## config.mk

```make
export PLATFORM = sky130hd
export DESIGN_NAME = lbt_access_ctrl
export DESIGN_NICKNAME = d
export VERILOG_FILES = /design/src/rtl/lbt_pkg.sv /design/src/rtl/lbt_slot_calc.sv /design/src/rtl/lbt_lfsr.sv /design/src/rtl/lbt_tick_timer.sv /design/src/rtl/lbt_access_ctrl.sv
export SDC_FILE = /design/constraint.sdc
export NUM_CORES = 1
export LEC_CHECK = 0
export ABC_AREA = 1
export BUFFER_PORTS_ARGS = -buffer_cell sky130_fd_sc_hd__buf_2
export CAP_MARGIN = 20
export CORE_MARGIN = 5
export CORE_UTILIZATION = 32
export CTS_BUF_LIST = sky130_fd_sc_hd__clkbuf_8
export DETAILED_ROUTE_END_ITERATION = 10
export PLACE_DENSITY = 0.47
export SKIP_LAST_GASP = 1
export SLEW_MARGIN = 25
export SYNTH_ARGS = -nofsm -noshare
export SYNTH_HDL_FRONTEND = slang
export SYNTH_SLANG_ARGS = --single-unit
```

## constraint.sdc

```tcl
create_clock -name clk -period 3.7 [get_ports clk]
set_input_delay 0.37 -clock clk [delete_from_list [all_inputs] [get_ports clk]]
set_output_delay 0.37 -clock clk [all_outputs]
set_load 0.02 [all_outputs]
```

## src/rtl/lbt_pkg.sv

```systemverilog
package lbt_pkg;
  typedef enum logic [2:0] {
    ST_IDLE    = 3'd0,
    ST_SLOT    = 3'd1,
    ST_SENSE   = 3'd2,
    ST_BACKOFF = 3'd3,
    ST_GO      = 3'd4,
    ST_HOLD    = 3'd5
  } lbt_state_e;

  localparam int unsigned TICKS_PER_MS = 10;
endpackage

```

## src/rtl/lbt_slot_calc.sv

```systemverilog
// Slot wait in 100 us ticks, rounded up:
//   ceil(slot * (pre + 6*bytes + 6*ta + 10) / 2)
module lbt_slot_calc #(
  parameter int unsigned SLOT_W = 8,
  parameter int unsigned PRE_W  = 8,
  parameter int unsigned LEN_W  = 5,
  parameter int unsigned TA_W   = 8,
  parameter int unsigned CNT_W  = 20
) (
  input  logic [SLOT_W-1:0] slot_num,
  input  logic [PRE_W-1:0]  preamble_len,
  input  logic [LEN_W-1:0]  pkt_bytes,
  input  logic [TA_W-1:0]   turnaround,
  output logic [CNT_W-1:0]  slot_ticks
);
  localparam int unsigned HALF_W = CNT_W + 1;

  logic [HALF_W-1:0] per_slot_half;
  logic [HALF_W-1:0] total_half;

  always_comb begin
    per_slot_half = HALF_W'(preamble_len)
                  + HALF_W'(6) * HALF_W'(pkt_bytes)
                  + HALF_W'(6) * HALF_W'(turnaround)
                  + HALF_W'(10);
    total_half    = HALF_W'(slot_num) * per_slot_half;
    slot_ticks    = CNT_W'((total_half + HALF_W'(1)) >> 1);
  end
endmodule

```

## src/rtl/lbt_lfsr.sv

```systemverilog
module lbt_lfsr #(
  parameter int unsigned W     = 16,
  parameter logic [W-1:0] SEED = 16'hACE1
) (
  input  logic         clk,
  input  logic         rst_n,
  output logic [W-1:0] value
);
  logic fb;

  // Taps 16,14,13,11 give a maximal-length sequence for W = 16.
  assign fb = value[W-1] ^ value[W-3] ^ value[W-4] ^ value[W-6];

  always_ff @(posedge clk or negedge rst_n) begin
    if (!rst_n) value <= SEED;
    else        value <= {value[W-2:0], fb};
  end


  lfsr_nonzero_chk: assert property (@(posedge clk) disable iff (!rst_n)
    value != '0);
endmodule

```

## src/rtl/lbt_tick_timer.sv

```systemverilog
module lbt_tick_timer #(
  parameter int unsigned CNT_W = 20
) (
  input  logic             clk,
  input  logic             rst_n,
  input  logic             load,
  input  logic [CNT_W-1:0] load_val,
  input  logic             tick,
  output logic             expire
);
  logic [CNT_W-1:0] cnt;

  assign expire = tick && (cnt == CNT_W'(1));

  always_ff @(posedge clk or negedge rst_n) begin
    if (!rst_n)                   cnt <= '0;
    else if (load)                cnt <= load_val;
    else if (tick && cnt != '0)   cnt <= cnt - CNT_W'(1);
  end


  hold_no_tick_chk: assert property (@(posedge clk) disable iff (!rst_n)
    (!load && !tick) |=> $stable(cnt));


  count_down_chk: assert property (@(posedge clk) disable iff (!rst_n)
    !load |=> cnt <= $past(cnt));
endmodule

```

## src/rtl/lbt_access_ctrl.sv

```systemverilog
module lbt_access_ctrl #(
  parameter int unsigned SLOT_W = 8,
  parameter int unsigned PRE_W  = 8,
  parameter int unsigned LEN_W  = 5,
  parameter int unsigned TA_W   = 8,
  parameter int unsigned EXP_W  = 3
) (
  input  logic              clk,
  input  logic              rst_n,
  input  logic              tx_req,
  input  logic              chan_busy,
  input  logic              mode_listen,
  input  logic              mode_delay,
  input  logic [SLOT_W-1:0] slot_num,
  input  logic [EXP_W-1:0]  backoff_exp,
  input  logic [PRE_W-1:0]  preamble_len,
  input  logic [LEN_W-1:0]  pkt_bytes,
  input  logic [TA_W-1:0]   turnaround,
  input  logic              tick_100us,
  output logic              rx_en,
  output logic              tx_go
);
  import lbt_pkg::*;

  localparam int unsigned MAXF_W  = (PRE_W > TA_W) ? ((PRE_W > LEN_W) ? PRE_W : LEN_W)
                                                   : ((TA_W > LEN_W) ? TA_W : LEN_W);
  localparam int unsigned CNT_W   = SLOT_W + MAXF_W + 4;
  localparam int unsigned RAND_W  = (1 << EXP_W) - 1;
  localparam int unsigned LFSR_W  = 16;

  lbt_state_e        state, state_nx;
  logic [CNT_W-1:0]  slot_ticks, bo_ticks, load_val;
  logic [LFSR_W-1:0] lfsr_val;
  logic [RAND_W-1:0] rand_mask, rand_val;
  logic              load, expire;

  lbt_slot_calc #(
    .SLOT_W(SLOT_W), .PRE_W(PRE_W), .LEN_W(LEN_W), .TA_W(TA_W), .CNT_W(CNT_W)
  ) u_slot (
    .slot_num(slot_num), .preamble_len(preamble_len),
    .pkt_bytes(pkt_bytes), .turnaround(turnaround), .slot_ticks(slot_ticks)
  );

  lbt_lfsr #(.W(LFSR_W)) u_lfsr (.clk(clk), .rst_n(rst_n), .value(lfsr_val));

  lbt_tick_timer #(.CNT_W(CNT_W)) u_timer (
    .clk(clk), .rst_n(rst_n), .load(load), .load_val(load_val),
    .tick(tick_100us), .expire(expire)
  );

  // Random back-off: LFSR low bits masked to N bits, scaled to ticks.
  always_comb begin
    rand_mask = RAND_W'((1 << backoff_exp) - 1);
    rand_val  = lfsr_val[RAND_W-1:0] & rand_mask;
    bo_ticks  = CNT_W'(rand_val) * CNT_W'(TICKS_PER_MS);
  end

  always_comb begin
    state_nx = state;
    load     = 1'b0;
    load_val = slot_ticks;
    unique case (state)
      ST_IDLE: if (tx_req) begin
        unique case ({mode_listen, mode_delay})
          2'b00: state_nx = ST_GO;
          2'b01: if (slot_ticks == '0) state_nx = ST_GO;
                 else begin load = 1'b1; state_nx = ST_SLOT; end
          default: state_nx = ST_SENSE;
        endcase
      end
      ST_SLOT:    if (expire) state_nx = ST_GO;
      ST_SENSE: begin
        if (!chan_busy)               state_nx = ST_GO;
        else if (mode_delay && bo_ticks != '0) begin
          load     = 1'b1;
          load_val = bo_ticks;
          state_nx = ST_BACKOFF;
        end
      end
      ST_BACKOFF: if (expire) state_nx = ST_SENSE;
      ST_GO:      state_nx = ST_HOLD;
      ST_HOLD:    state_nx = ST_HOLD;
      default:    state_nx = ST_IDLE;
    endcase
    if (!tx_req) begin
      state_nx = ST_IDLE;
      load     = 1'b0;
    end
  end

  always_ff @(posedge clk or negedge rst_n) begin
    if (!rst_n) state <= ST_IDLE;
    else        state <= state_nx;
  end

  assign rx_en = (state == ST_SENSE);
  assign tx_go = (state == ST_GO);


  go_single_chk: assert property (@(posedge clk) disable iff (!rst_n)
    tx_go |=> !tx_go);


  sense_clear_chk: assert property (@(posedge clk) disable iff (!rst_n)
    (rx_en && !chan_busy && tx_req) |=> tx_go);


  busy_no_go_chk: assert property (@(posedge clk) disable iff (!rst_n)
    (rx_en && chan_busy) |=> !tx_go);


  abort_idle_chk: assert property (@(posedge clk) disable iff (!rst_n)
    !tx_req |=> (!tx_go && !rx_en));


  zero_exp_chk: assert property (@(posedge clk) disable iff (!rst_n)
    (rx_en && chan_busy && tx_req && mode_delay && backoff_exp == '0) |=> rx_en);
endmodule

```

* After elaboration in Yosys (flattened, before gate mapping)
Cells that the tools add are included.
** Storage, ports and cells
- Logic and storage cells :: 58
- Output and inout bits :: 2
- Flip-flop bits (word level) :: 39
** Cells by class
- Bitwise logic cells :: 4
- Equality and inequality tests :: 10
- $mul :: 4
- Add/sub/neg operators :: 6
- Shift-type cells :: 1
- Mux-type cells :: 19
- Reduce and logical (&&, ||, !) cells :: 11
** Operators with widths (number)
- $mux W20 :: 5
- $reduce_bool A20 Y1 :: 2
- $add A21 B1 Y21 const B :: 1
- $add A21 B11 Y21 :: 1
- $add A21 B4 Y21 const B :: 1
- $mul A8 B21 Y21 :: 1
- $eq A20 B1 Y1 const B :: 1
- $logic_not A20 Y1 :: 1
- $sub A20 B1 Y20 const B :: 1
- $mux W3 :: 6
- $pmux W3 S5 :: 1
- $mul A2 B8 Y10 const A :: 1
- $mul A7 B3 Y10 const B :: 1
- $add A8 B8 Y9 :: 1
- $and A7 B7 Y7 :: 1
- $mul A2 B5 Y7 const A :: 1
- $shl A1 B3 Y7 const A :: 1
- $sub A7 B2 Y7 const B :: 1
- $eq A3 B2 Y1 const B :: 2
- $eq A3 B3 Y1 const B :: 2
- $ne A3 B3 Y1 const B :: 2
- $pmux W3 S2 :: 1
- $mux W1 :: 5
- $ne A4 B3 Y1 const B :: 1
- 10 further kinds :: 14

* Logic depth before layout (Yosys ltp)
Gate-level depths: netlist of the first run.
- Word-level depth :: 12
- Gate-level depth with buffers :: 49
- Depth with buffers taken out :: 48

* Modules after synthesis
A second synthesis of the first run with hierarchy kept.
** Second synthesis, totals
- Cells, all modules :: 1110
- Area total of the unflattened synthesis :: 7618.6 µm²
** Modules (own cells, without submodules)
- lbt_slot_calc :: sequential area each 0.0 µm², cells an instance 663, instances 1, area each 4589.4 µm²
- lbt_tick_timer :: sequential area each 500.5 µm², cells an instance 244, instances 1, area each 1581.5 µm²
- lbt_access_ctrl :: sequential area each 75.1 µm², cells an instance 170, instances 1, area each 965.9 µm²
- lbt_lfsr :: sequential area each 410.4 µm², cells an instance 33, instances 1, area each 481.7 µm²

* Least setup slack after synthesis of the first run
No wires, ideal clock.
- Path kind :: input-to-reg
- Start point :: input pkt_bytes[0]
- End point :: register u_timer.cnt[17]
- Stages :: 45
- Data arrival time :: 7306 ps
- Data required time :: 3582 ps
- Setup slack :: -3723 ps
- Cells stage by stage :: ha_1 -> inv_1 -> fa_1 -> inv_1 -> ha_1 -> a21oi_1 -> nand2_1 -> xor2_1 -> ha_1 -> ha_1 -> inv_1 -> nor2_1 -> nor2_1 -> o21ai_0 -> a21oi_1 -> nor2_1 -> o21ai_0 -> nand2_1 -> [... 9 more ...] -> ha_1 -> nand2_1 -> inv_1 -> a21oi_2 -> nand3_1 -> nand2_1 -> nand2_1 -> nand2_1 -> nand3_1 -> nor2_1 -> nand2_1 -> nand2_2 -> nand2_4 -> nand2_4 -> buf_6 -> nand2_1 -> nand3_1 -> nand2_1
** On the way
- Word-level cells in the longest chain between the ends :: 12
- Elaborated cells on any way between the ends :: 16
- Those cells by class :: 4 x add/sub; 2 x mul; 8 x mux; 2 x reduce/logical
** RTL lines
- from (decl) :: line lbt_access_ctrl.sv:17 : input logic [LEN_W-1:0] pkt_bytes,
- $mul A2 B5 Y7 (*) :: line lbt_slot_calc.sv:23 : + HALF_W'(6) * HALF_W'(pkt_bytes)
- $add A8 B8 Y9 (*) :: line lbt_slot_calc.sv:23
- $add A21 B11 Y21 (*) :: line lbt_slot_calc.sv:24 : + HALF_W'(6) * HALF_W'(turnaround)
- $add A21 B4 Y21 (*) :: line lbt_slot_calc.sv:25 : + HALF_W'(10);
- $mul A8 B21 Y21 (*) :: line lbt_slot_calc.sv:26 : total_half = HALF_W'(slot_num) * per_slot_half;
- $add A21 B1 Y21 (*) :: line lbt_slot_calc.sv:27 : slot_ticks = CNT_W'((total_half + HALF_W'(1)) >> 1);
- $logic_not A20 Y1 :: line lbt_access_ctrl.sv:66 : 2'b01: if (slot_ticks == '0) state_nx = ST_GO;
- $mux W1 :: line lbt_access_ctrl.sv:66
- $mux W1 :: line lbt_access_ctrl.sv:64 : unique case ({mode_listen, mode_delay})
- $pmux W1 S2 :: line lbt_access_ctrl.sv:62 : unique case (state)
- $mux W1 :: line lbt_access_ctrl.sv:85 : if (!tx_req) begin
- $mux W20 / $reduce_bool A2 Y1 (equally long branches)
- to (signal assigned) :: line lbt_tick_timer.sv:17 : else if (load) cnt <= load_val;
- to (signal assigned) :: line lbt_tick_timer.sv:18 : else if (tick && cnt != '0) cnt <= cnt - CNT_W'(1);
- to (decl) :: line lbt_tick_timer.sv:11 : logic [CNT_W-1:0] cnt;
Every way passes the cells marked *; elsewhere a longest branch is shown, timed or not.
A chain may end at the register's enable or synchronous reset.

* Worst setup path after layout of the first run
- Start point :: input pkt_bytes[0]
- End point :: register u_timer.cnt[1]
Same word-level chain as after synthesis.

==> results_dict.tcl, run 1 <==
set metrics [dict create \
    nFillCells 2261 \
    port_buffers 40 \
    critPathKind "input pin to flop" \
    layout_commonest_cell "nand2_1" \
    synth_fa_ha_area_share_pct 34.8 \
    cp_common_cell "nand2_1" \
    rsz0062_at_grt "true" \
    maxSlewHeadroom_pct 64.9 \
    finalClockSkew_ns 0.0133 \
    max_freq_ghz 0.136 \
    violations "setup timing" \
    routabilityCongestion 0.835 \
    num_vias 6773 \
    synthesis.area_mm2 0.00716 \
    clk_latency_ns 0.30 \
    crit_fanout 8 \
    syn_avg_cell_area_um2 7.13 \
    cp.arrival_ns 7.56 \
    h-tree-depth 2 \
    grt_usage_pct 15.4 \
    drv_slew 0 \
    max-clock-path-buffers 2 \
    hold_buffers 0 \
    ys_types 39 \
    ios 41 \
    diodes 0 \
    maxCapViolations 0 \
    initial_utilization_pct 32.6 \
    rows 54 \
    synth_top_family_by_area "adder cells" \
    fin_crit_sh_pct 199 \
    cts_tree "built" \
    synth_edf_count 0 \
    synthToLayoutAreaGrowth_pct 32.8 \
    synth-xor-area-share_pct 5.01 \
    syn-num-nets 1203 \
    layout.nets 1398 \
    worst_slack_ns -3.67 \
    die_h_um 160 \
    wirelength_um 19000 \
    cts.sinks 39 \
    synthSimpleGateAreaFrac_pct 29.7 \
    overflow 0 \
    hold_ws_ns 0.0298 \
    die-width_um 160 \
    drt_iter0_markers 263 \
    cp-start-kind "input pin" \
    preCtsSetupSlack_ns -4.12 \
    tightestPinTransition_ns 0.526 \
    wl_per_cell_um 12.8 \
    netlist_instances 1004 \
    status "finished, violations left" \
    crit_family "adder cells" \
    timing_hold_violations_final 0 \
    drtPass1Iterations 5 \
    drc 0 \
    synth-seq-cells 39 \
    ant_nets 0 \
    antenna_found_initial 0 \
    grt_pass1_wl_um 33200 \
    ys_seq_area_share_pct 13.8 \
    final_cell_mix "194 x nand2_1, 185 x inv_1, 158 x buf_4" \
    synth-compound-area-share_pct 5.31 \
    core_mm2 0.0220 \
    cp.depth 45 \
    critPathSlowestCell "fa_1" \
    async_reset_ff_share_pct 100 \
    ys.flop_type "dfrtp_1" \
    critPathMaxStageDelay_ns 0.51 \
    viasPerCell 4.58 \
    cts_root_buf "clkbuf_8" \
    tns_ns -79.92 \
    grt_max_degree 40 \
    fin_crit_ns 7.37 \
    grt_pass1_vias 6894 \
    path_buf_inv 9 \
    synth_mux_area_share_pct 0 \
    cp.required_ns 3.89 \
    drive_above_1_share_pct 26.0 \
    hold_path.class "input pin to async pin" \
    rr_worst_depth 16 \
    numCtsBuffers 5 \
    yosysWarnings 0 \
    place_hpwl_um 16200 \
    end_kind "flop" \
    die_area_mm2 0.0255 \
    cts.clk_slew.worst_paths_ns 0.09 \
    setup_viol 22 \
]
==> layout make-up <==
cell class / count / area [um2] / share of cell area, %
Tap cell: 280 / 350 / 3.68
Sequential cell: 39 / 986 / 10.4
Inverter: 194 / 736 / 7.74
Multi-Input combinational cell: 754 / 5800 / 61.0
Clock inverter: 3 / 12.5 / 0.132
Timing Repair Buffer: 205 / 1560 / 16.4
Clock buffer: 5 / 68.8 / 0.724
==> sequential cells by signal (all words and copies together), names as in the netlist <==
signal and cells:
u_timer.cnt 20, u_lfsr.value 16, state 3
==> routing by layer <==
metal	routed length (um)	track usage [%]
met2	8990	27.1
met5	0	0
met1	9480	21.3
met4	88	1.30
met3	425	1.73
==> final timing paths <==
kind,from,to,slack (ns)
worst min register to register,u_lfsr.value[14],u_lfsr.value[15],0.35
worst min-delay path,rst_n,u_timer.cnt[5],0.03
worst max-delay path,pkt_bytes[0],u_timer.cnt[1],-3.67
max in group asynchronous,rst_n,u_lfsr.value[6],3.29
min in group clk,u_lfsr.value[14],u_lfsr.value[15],0.35
worst max register to register,u_lfsr.value[5],u_timer.cnt[1],0.32
==> synth_stat cells (all sizes together) (10+ instances only) <==
| cell type | instances | area share (%) |
|---|---|---|
| xnor2 | 15 | 1.8 |
| o21ai | 22 | 1.5 |
| fa | 65 | 18 |
| nand4 | 26 | 2.3 |
| nand3 | 103 | 7.3 |
| nor2 | 114 | 6.0 |
| dfrtp | 31 | 11 |
| nand2 | 210 | 11 |
| xor2 | 26 | 3.2 |
| a21oi | 33 | 2.5 |
| nor3 | 12 | 0.84 |
| inv | 194 | 10 |
| ha | 95 | 17 |
| buf | 10 | 0.94 |
==> cell families after synthesis <==
family / count (synthesis)
and+or+nand+nor: 486
buffers and inverters: 211
adders and majority gates: 160
AOI/OAI and AO/OA: 67
xor gates and xnor gates: 41
DFF: 39
==> what timing repair did <==
item	in CTS	in global routing
buffers inserted	9	4
setup endpoints to repair	22	22
cloned	1	1
pin swaps	32	21
gates resized for setup	32	34
endpoints found under the hold margin	0	0
==> stage by stage <==
stage               utilization (%)  instance area (um2)  instances
global placement               41.0                 9000       1459
global route                   43.3                 9510       1480
finish                         43.3                 9510       1480
CTS                            42.4                 9310       1475
floorplan                         -                 7350       1004
detailed placement             41.0                 9000       1459
Power of run 1 is left out: the tool's default activity adds up to more than one toggle a clock period on the data nets, which glitch-free logic cannot reach.
==> run 2, diff against run 1 <==
SETUP_SLACK_MARGIN = 0.3   (was default)
==> run 2 against run 1 <==
  * The flow still finishes with violations (setup timing)
  * Worst setup slack got worse by 0.0052 ns
  * First-iteration DRC count up 8.7%
  * Largest cell class unchanged
  * Critical endpoint is now u_timer.cnt[6]
  * Design area rose by 0.24%
==> results_dict.tcl, run 2 (synthesized netlist as in run 1, its figures left out) <==
set metrics [dict create \
    maxCapViolations 0 \
    setup.worst_path.start "pkt_bytes[0]" \
    largest_reg_flops 20 \
    antenna_found_initial 0 \
    cp.required_ns 3.91 \
    ant_nets 0 \
    cts.clk_slew.worst_paths_ns 0.09 \
    maxSlewHeadroom_pct 64.5 \
    grt_max_degree 40 \
    regMostFlops "u_timer.cnt" \
    max-clock-path-buffers 2 \
    cts_tree "built" \
    layout.nets 1399 \
    die_area_mm2 0.0255 \
    cts.sinks 39 \
    place_hpwl_um 16200 \
    reg_top3 "u_timer.cnt: 20 flops, u_lfsr.value: 16 flops, state: 3 flops" \
    critPathKind "input pin to flop" \
    worst_slack_ns -3.68 \
    max_freq_ghz 0.136 \
    timing_hold_violations_final 0 \
    status "finished, violations left" \
    regArea_um2 986 \
    cp.arrival_ns 7.58 \
    critPathSlowestCell "fa_2" \
    synthToLayoutAreaGrowth_pct 33.1 \
    fin_crit_ns 7.38 \
    cp-start-kind "input pin" \
    overflow 0 \
    tns_ns -79.95 \
    port_buffers 40 \
    fin_area_mm2 0.00953 \
    placed_area_mm2 0.00900 \
    r2r_start "u_lfsr.value[5]" \
    cts_root_buf "clkbuf_8" \
    violations "setup timing" \
    rr_worst_depth 16 \
    h-tree-depth 2 \
    grt_pass1_vias 6909 \
    hold_buffers 0 \
    drv_slew 0 \
    viasPerCell 4.57 \
    final_cell_mix "194 x nand2_1, 185 x inv_1, 155 x buf_4" \
    grt_usage_pct 15.4 \
    fin_crit_sh_pct 199 \
    finalClockSkew_ns 0.0137 \
    clk_latency_ns 0.31 \
    setup_viol 22 \
    grt_pass1_wl_um 33200 \
    tightestPinTransition_ns 0.532 \
    num_vias 6771 \
    drive_above_1_share_pct 26.1 \
    die-width_um 160 \
    routabilityCongestion 0.835 \
    rsz0062_at_grt "true" \
    reg2reg_slack_ns 0.30 \
    layout_commonest_cell "nand2_1" \
    cp_common_cell "nor2_1" \
    numCtsBuffers 5 \
    drt_iter0_markers 286 \
    hold_path.class "input pin to async pin" \
    drc 0 \
    wirelength_um 19000 \
    core_mm2 0.0220 \
    end_kind "flop" \
    diodes 0 \
    drtPass1Iterations 5 \
    r2r_end "u_timer.cnt[1]" \
    crit_fanout 8 \
    initial_utilization_pct 32.6 \
    ios 41 \
    critPathMaxStageDelay_ns 0.53 \
    nFillCells 2263 \
    rows 54 \
    cp-endpoint "u_timer.cnt[6]" \
    wl_per_cell_um 12.9 \
    multiInputGateArea_mm2 0.00580 \
    die_h_um 160 \
]
## run 2: changes by cell type in the layout (fill, tap and decap cells not counted)
cell | previous run | this run
buf_4 | 158 | 155
buf_6 | 2 | 6
## run 2: how the worst min path moves through the flow
stage / startpoint / cells after the start / end / slack, ns
floorplan: rst_n / 0 / state[0] / 0.07
global placement: u_lfsr.value[14] / 0 / u_lfsr.value[15] / 0.34
detailed placement: u_lfsr.value[8] / 0 / u_lfsr.value[9] / 0.34
CTS: rst_n / 1 / u_timer.cnt[5] / 0.21
global route: rst_n / 1 / u_timer.cnt[9] / 0.07
finish: rst_n / 1 / u_timer.cnt[5] / 0.03
## run 2: critical path, delay by kind of cell
| kind | cells | cell delay, ns |
|---|---|---|
| simple gates | 23 | 2.07 |
| fa+ha+maj | 10 | 3.62 |
| buf+inv | 9 | 0.74 |
| xor+xnor | 2 | 0.31 |
| compound gates | 3 | 0.48 |
## run 2: area by class of cell
type	count	share of cell area, %
Clock inverter	3	0.131
Sequential cell	39	10.3
Multi-Input combinational cell	754	60.8
Timing Repair Buffer	206	16.6
Tap cell	280	3.68
Inverter	194	7.72
Clock buffer	5	0.722
## run 2: layer usage
metal	wire, um	vias to the layer above	GRT usage [%]
li1	-	3562	-
met3	351	9	1.73
met4	74	0	1.30
met2	9000	49	27.2
met1	9620	3151	21.3
met5	0	-	0
## run 2: what timing repair did
action / in CTS / in global routing
endpoints found under the setup margin: 22 / 22
buffers inserted: 9 / 3
pin swaps: 32 / 21
cloned: 1 / 1
resized for setup: 36 / 34
## run 2: stage by stage
step           hold WS [ns]  cells  util (%)  setup WS (ns)
5_1_grt              0.0696   1481      43.4          -4.14
4_1_cts               0.208   1477      42.5          -3.64
3_5_place_dp          0.336   1459      41.0          -4.12
3_3_place_gp          0.339   1459      41.0          -4.10
6_report             0.0304   1481      43.4          -3.68
2_1_floorplan        0.0744   1004         -          -3.42
Power of run 2 is left out for the same reason.
